File: src/rtl/sti_pkg.sv
package sti_pkg;
    localparam int ADDR_W = 32;
    localparam int MID_W  = 7;
    localparam int CHAN_W = 16;

    localparam logic [5:0] WINDOW_TAG = 6'h3F;
    localparam logic [1:0] SEG_BAD    = 2'b11;

    localparam logic [1:0] RESP_OKAY   = 2'b00;
    localparam logic [1:0] RESP_SLVERR = 2'b10;

    localparam logic KIND_SW  = 1'b0;
    localparam logic KIND_EVT = 1'b1;

    typedef enum logic [1:0] {
        WR_IDLE = 2'd0,
        WR_HOLD = 2'd1,
        WR_RESP = 2'd2
    } wr_state_e;
endpackage

File: src/rtl/sti_addr_decode.sv
module sti_addr_decode
    import sti_pkg::*;
(
    input  logic [ADDR_W-1:0] addr_i,
    input  logic [2:0]        prot_i,
    output logic              legal_o,
    output logic [MID_W-1:0]  master_o,
    output logic [CHAN_W-1:0] chan_o
);
    logic unused_bits;

    always_comb begin
        legal_o  = (addr_i[31:26] == WINDOW_TAG) && (addr_i[25:24] != SEG_BAD);
        master_o = {prot_i[1], addr_i[29:24]};
        chan_o   = addr_i[23:8];
    end

    assign unused_bits = ^{addr_i[7:0], prot_i[2], prot_i[0]};
endmodule

File: src/rtl/sti_evt_collect.sv
module sti_evt_collect #(
    parameter  int N  = 32,
    localparam int IW = (N > 1) ? $clog2(N) : 1
) (
    input  logic          clk,
    input  logic          rst_n,
    input  logic [N-1:0]  evt_i,
    input  logic          take_i,
    output logic          has_o,
    output logic [IW-1:0] idx_o
);
    typedef struct packed {
        logic [N-1:0] prev;
        logic [N-1:0] pend;
    } ec_t;

    ec_t          s_d, s_q;
    logic [N-1:0] rise;
    logic [N-1:0] clr;

    always_comb begin
        has_o = |s_q.pend;
        idx_o = '0;
        for (int i = N - 1; i >= 0; i--) begin
            if (s_q.pend[i]) idx_o = IW'(i);
        end
        clr        = take_i ? (N'(1) << idx_o) : '0;
        rise       = evt_i & ~s_q.prev;
        s_d.prev   = evt_i;
        s_d.pend   = (s_q.pend & ~clr) | rise;
    end

    always_ff @(posedge clk or negedge rst_n) begin
        if (!rst_n) s_q <= '0;
        else        s_q <= s_d;
    end
endmodule

File: src/rtl/sti_stamp_ctr.sv
module sti_stamp_ctr #(
    parameter int W = 32
) (
    input  logic         clk,
    input  logic         rst_n,
    output logic [W-1:0] stamp_o
);
    logic [W-1:0] cnt_d, cnt_q;

    always_comb cnt_d = cnt_q + W'(1);

    always_ff @(posedge clk or negedge rst_n) begin
        if (!rst_n) cnt_q <= '0;
        else        cnt_q <= cnt_d;
    end

    assign stamp_o = cnt_q;
endmodule

File: src/rtl/stim_trace_injector.sv
module stim_trace_injector
    import sti_pkg::*;
#(
    parameter int DATA_W = 32,
    parameter int EVT_N  = 32,
    parameter int TS_W   = 32
) (
    input  logic                clk,
    input  logic                rst_n,
    input  logic                aw_valid,
    output logic                aw_ready,
    input  logic [ADDR_W-1:0]   aw_addr,
    input  logic [2:0]          aw_prot,
    input  logic                w_valid,
    output logic                w_ready,
    input  logic [DATA_W-1:0]   w_data,
    output logic                b_valid,
    input  logic                b_ready,
    output logic [1:0]          b_resp,
    input  logic [EVT_N-1:0]    hw_evt,
    output logic                msg_valid,
    input  logic                msg_ready,
    output logic                msg_kind,
    output logic [MID_W-1:0]    msg_master,
    output logic [CHAN_W-1:0]   msg_chan,
    output logic [DATA_W-1:0]   msg_data,
    output logic [TS_W-1:0]     msg_stamp
);
    localparam int EVT_IW = (EVT_N > 1) ? $clog2(EVT_N) : 1;

    typedef struct packed {
        logic              vld;
        logic              kind;
        logic [MID_W-1:0]  mid;
        logic [CHAN_W-1:0] chan;
        logic [DATA_W-1:0] data;
        logic [TS_W-1:0]   stamp;
    } rec_t;

    typedef struct packed {
        wr_state_e         st;
        logic [1:0]        resp;
        logic [MID_W-1:0]  mid;
        logic [CHAN_W-1:0] chan;
        logic [DATA_W-1:0] data;
        rec_t              out;
    } core_t;

    core_t              s_d, s_q;
    logic               dec_legal;
    logic [MID_W-1:0]   dec_mid;
    logic [CHAN_W-1:0]  dec_chan;
    logic               evt_has;
    logic               evt_take;
    logic [EVT_IW-1:0]  evt_idx;
    logic [TS_W-1:0]    now_stamp;
    logic               accept;
    logic               out_free;

    sti_addr_decode u_decode (
        .addr_i   (aw_addr),
        .prot_i   (aw_prot),
        .legal_o  (dec_legal),
        .master_o (dec_mid),
        .chan_o   (dec_chan)
    );

    sti_evt_collect #(.N(EVT_N)) u_events (
        .clk    (clk),
        .rst_n  (rst_n),
        .evt_i  (hw_evt),
        .take_i (evt_take),
        .has_o  (evt_has),
        .idx_o  (evt_idx)
    );

    sti_stamp_ctr #(.W(TS_W)) u_stamp (
        .clk     (clk),
        .rst_n   (rst_n),
        .stamp_o (now_stamp)
    );

    always_comb begin
        s_d      = s_q;
        evt_take = 1'b0;
        accept   = (s_q.st == WR_IDLE) && aw_valid && w_valid;
        out_free = !s_q.out.vld || msg_ready;

        if (out_free) s_d.out.vld = 1'b0;

        case (s_q.st)
            WR_IDLE: begin
                if (accept) begin
                    if (dec_legal) begin
                        s_d.st   = WR_HOLD;
                        s_d.mid  = dec_mid;
                        s_d.chan = dec_chan;
                        s_d.data = w_data;
                    end else begin
                        s_d.st   = WR_RESP;
                        s_d.resp = RESP_SLVERR;
                    end
                end
            end
            WR_HOLD: begin
                if (out_free) begin
                    s_d.out.vld   = 1'b1;
                    s_d.out.kind  = KIND_SW;
                    s_d.out.mid   = s_q.mid;
                    s_d.out.chan  = s_q.chan;
                    s_d.out.data  = s_q.data;
                    s_d.out.stamp = now_stamp;
                    s_d.st        = WR_RESP;
                    s_d.resp      = RESP_OKAY;
                end
            end
            WR_RESP: begin
                if (b_ready) s_d.st = WR_IDLE;
            end
            default: s_d.st = WR_IDLE;
        endcase

        if (out_free && (s_q.st != WR_HOLD) && evt_has) begin
            s_d.out.vld   = 1'b1;
            s_d.out.kind  = KIND_EVT;
            s_d.out.mid   = '0;
            s_d.out.chan  = CHAN_W'(evt_idx);
            s_d.out.data  = '0;
            s_d.out.stamp = now_stamp;
            evt_take      = 1'b1;
        end
    end

    always_ff @(posedge clk or negedge rst_n) begin
        if (!rst_n) s_q <= '0;
        else        s_q <= s_d;
    end

    assign aw_ready   = accept;
    assign w_ready    = accept;
    assign b_valid    = (s_q.st == WR_RESP);
    assign b_resp     = s_q.resp;
    assign msg_valid  = s_q.out.vld;
    assign msg_kind   = s_q.out.kind;
    assign msg_master = s_q.out.mid;
    assign msg_chan   = s_q.out.chan;
    assign msg_data   = s_q.out.data;
    assign msg_stamp  = s_q.out.stamp;
endmodule

File: config.mk
export PLATFORM = sky130hd
export DESIGN_NAME = stim_trace_injector
export DESIGN_NICKNAME = d
export VERILOG_FILES = /design/src/rtl/sti_pkg.sv /design/src/rtl/sti_addr_decode.sv /design/src/rtl/sti_evt_collect.sv /design/src/rtl/sti_stamp_ctr.sv /design/src/rtl/stim_trace_injector.sv
export SDC_FILE = /design/constraint.sdc
export NUM_CORES = 1
export LEC_CHECK = 0
export ABC_AREA = 1
export BUFFER_PORTS_ARGS = -buffer_cell sky130_fd_sc_hd__buf_4
export CORE_MARGIN = 2
export CORE_UTILIZATION = 50
export CTS_BUF_LIST = sky130_fd_sc_hd__clkbuf_8
export CTS_CLUSTER_SIZE = 30
export DETAILED_ROUTE_END_ITERATION = 8
export PLACE_DENSITY = 0.71
export SYNTH_ARGS = -nofsm -noshare
export SYNTH_HDL_FRONTEND = slang
export SYNTH_SLANG_ARGS = --single-unit
File: constraint.sdc
create_clock -name clk -period 3.24 [get_ports clk]
set_input_delay 0.486 -clock clk [delete_from_list [all_inputs] [get_ports clk]]
set_output_delay 0.486 -clock clk [all_outputs]
set_load 0.05 [all_outputs]
==> impl_metrics.tcl <==
set metrics [dict create \
    dp_slack_ns 0.523 \
    dr_total_vias 6885 \
    ys_types 37 \
    rsz0062_at_grt "false" \
    required_ns 3.65 \
    power.density_nw_per_um2 521 \
    hp-class "in -> async" \
    cts_tree "done" \
    critPathMaxFanout 4 \
    leakagePower_nw 6.33 \
    dp.cells 1311 \
    synth_ff_type "dfrtp_1" \
    ir_drop_v 0.000558 \
    clk_path_buf_depth 3 \
    fin_util_pct 60.3 \
    final.fill_count 1772 \
    area_delta_synth_final_pct 17.9 \
    cts.clk_slew.worst_paths_ns 0.06 \
    post_cts.repair.setup_buffers 0 \
    synth_seq_cells 243 \
    end_kind "flop" \
    grt_pass1_vias 7012 \
    async_reset_ff_share_pct 100 \
    ys_seq_area_share_pct 58.4 \
    grt_max_degree 99 \
    dieHeight_um 148 \
    finalSetupViolCount 0 \
    grt_use_total_pct 20.1 \
    r2r_slack_ns 0.54 \
    relSlewSlack_pct 36.4 \
    synthesis.area_um2 10400 \
    worstPathArrival_ns 3.11 \
    seq_area_um2 6080 \
    die_area_um2 22000 \
    clk-insertion-delay-late_ns 0.52 \
    routabilityCongestion 0.892 \
    worstMarginPinSlew_ns 0.953 \
    max_clock_freq_mhz 370 \
    finalSetupTns_ns 0 \
    dr.pass1.iters 4 \
    avgRoutedWirePerCell_um 15.5 \
    nets 1189 \
    synth_edf_count 0 \
    cap_violations 0 \
    numCtsBuffers 40 \
    yosysMostFrequentCell "dfrtp_1" \
    path_buf_inv 0 \
    initial_utilization_pct 51.1 \
    crit_slowest_cell "dfrtp_1" \
    grt_pass1_wl_mm 35.6 \
    layout_setup_ws_ns 0.537 \
    io_pins 199 \
    cts_max_level 2 \
    dp_hpwl_mm 14.8 \
    critPathKind "reg -> reg" \
    drive_above_1_share_pct 30.5 \
    max_stage_delay_ns 0.36 \
    syn_avg_cell_area_um2 10.8 \
    start_kind "flop" \
    finalCritPeriodShare_pct 83.4 \
    viasPerCell 5.00 \
    cpMostUsedCell "nand3_1" \
    clockRootBuffer "clkbuf_8" \
    routed_wl_mm 21.4 \
    hold_viol_final 0 \
    cts_sinks 243 \
    synthTopCellsByCount "dfrtp_1, nand2_1, inv_1, buf_4, mux2_2" \
    finalNonFillerCells 1378 \
    min_period_ns 2.70 \
    ys.warnings.count 0 \
    multi_input_area_um2 3100 \
    cts_resized 0 \
    crit_path_cell_trace "ha_1 -> nand3_1 -> nor3_2 -> nand3_1 -> nor2_1 -> nand2_1 -> nor3_4 -> nand4_2 -> nor2_2 -> nand4_2 -> nor2_2 -> nand3_1 -> nor2_2 -> nand3_1 -> xor2_1" \
    synthCells 966 \
    whs_ns 0.00186 \
    die_w_um 148 \
    io_buffers 187 \
    final_max_slew_viol_count 0 \
    cp_top_family "simple AND/OR/NAND/NOR gates" \
    synth_top_area_share_pct 58.4 \
    dr.first_iter.drc_count 247 \
    synthTopCellsByArea "dfrtp_1, buf_4, nand2_1" \
    core_um2 20400 \
    cts_hold_buf 0 \
    grt-ovfl-total 0 \
    placementRows 52 \
    synthesis.nets 1072 \
    post-route-drc-count 0 \
    skew_ns 0.0157 \
    ant_nets 0 \
    outcome "completed" \
    antenna_found_initial 0 \
    num_antenna_cells 0 \
    synth_top_area_cell "dfrtp_1" \
]
path summary, 6_finish.rpt:
path	from	to	cells after the start
max reg2reg	u_stamp.stamp_o[1]$_DFF_PN0_	u_stamp.stamp_o[30]$_DFF_PN0_	15
min in group clk	hw_evt[25]	u_events.s_q[57]$_DFF_PN0_	1
min	rst_n	u_events.s_q[62]$_DFF_PN0_	1
max	u_stamp.stamp_o[1]$_DFF_PN0_	u_stamp.stamp_o[30]$_DFF_PN0_	15
max in group asynchronous	rst_n	s_q[111]$_DFFE_PN0P_	2
min reg2reg	u_events.s_q[38]$_DFF_PN0_	u_events.s_q[6]$_DFF_PN0_	1
sequential cells by signal (all words and copies together) (netlist names):
name             flops
b_resp               1
msg_chan            16
msg_data            32
msg_kind             1
msg_master           7
msg_stamp           32
msg_valid            1
s_q                 57
u_events.s_q        64
u_stamp.stamp_o     32
metal layers:
| metal | GRT usage (%) | vias to the layer above | wire (um) |
|---|---|---|---|
| li1 | - | 3319 | - |
| met1 | 26.9 | 3346 | 9210 |
| met2 | 32.8 | 176 | 10400 |
| met3 | 4.36 | 44 | 1140 |
| met4 | 6.71 | 0 | 597 |
| met5 | 0 | - | 0 |
through the flow:
step           total power, mW  cell area (um2)
2_1_floorplan             3.62            10400
3_3_place_gp              3.87            11500
3_5_place_dp              3.88            11500
4_1_cts                   6.47            12300
5_1_grt                   6.68            12300
6_report                  6.39            12300
kinds of logic (layout without fill, tap and decap cells):
| kind of cell | after synthesis | after routing | synth area share, % |
|---|---|---|---|
| AOI/OAI and AO/OA | 126 | 126 | 8.89 |
| xor gates and xnor gates | 29 | 29 | 2.44 |
| adders and majority gates | 1 | 1 | 0.120 |
| buffers and inverters | 239 | 381 | 11.9 |
| DFF | 243 | 243 | 58.4 |
| muxes | 51 | 51 | 5.52 |
| other | 1 | 1 | 0.0360 |
| and+or+nand+nor | 276 | 276 | 12.6 |
final cells by class:
class                           instances  share of cell area, %
Sequential cell                       243                   49.5
Multi-Input combinational cell        484                   25.2
Timing Repair Buffer                  199                   12.7
Clock buffer                           48                   5.38
Inverter                              115                   3.53
Tap cell                              270                   2.75
Clock inverter                         19                  0.856
cells in the final DEF (no fill, tap or decap), types with 3 or more instances in the layout:
cell type / Yosys / final
buf_4: 90 / 193
clkbuf_8: 0 / 48
nand2_2: 5 / 6
o211ai_1: 4 / 4
nor4_1: 3 / 3
nand4_1: 10 / 10
buf_12: 0 / 5
o21bai_1: 8 / 8
nor3_1: 8 / 8
nand3_1: 26 / 26
nor3_4: 4 / 4
dfrtp_1: 243 / 243
nor2_2: 5 / 5
nand2_1: 175 / 174
a21oi_1: 6 / 6
inv_2: 4 / 5
inv_1: 111 / 124
clkinv_2: 0 / 3
xor2_1: 29 / 29
a32o_1: 50 / 50
nor2_1: 26 / 25
o21ai_0: 45 / 45
o21ai_1: 8 / 8
nor2_4: 4 / 5
mux2_2: 51 / 51
worst reg2reg max path: stages, from the launching register on:
cell	delay [ns]
dfrtp_1	0.36
ha_1	0.18
nand3_1	0.14
nor3_2	0.19
nand3_1	0.13
nor2_1	0.12
nand2_1	0.12
nor3_4	0.24
nand4_2	0.16
nor2_2	0.16
nand4_2	0.13
nor2_2	0.15
nand3_1	0.13
nor2_2	0.13
nand3_1	0.09
xor2_1	0.15
power breakdown:
group | leakage [nW] | internal, mW | switching, mW
Combinational | 2.79 | 0.224 | 0.400
Sequential | 3.09 | 3.14 | 0.0610
Clock | 0.451 | 1.41 | 1.15
No activity file was read; power rests on OpenSTA's default activity.
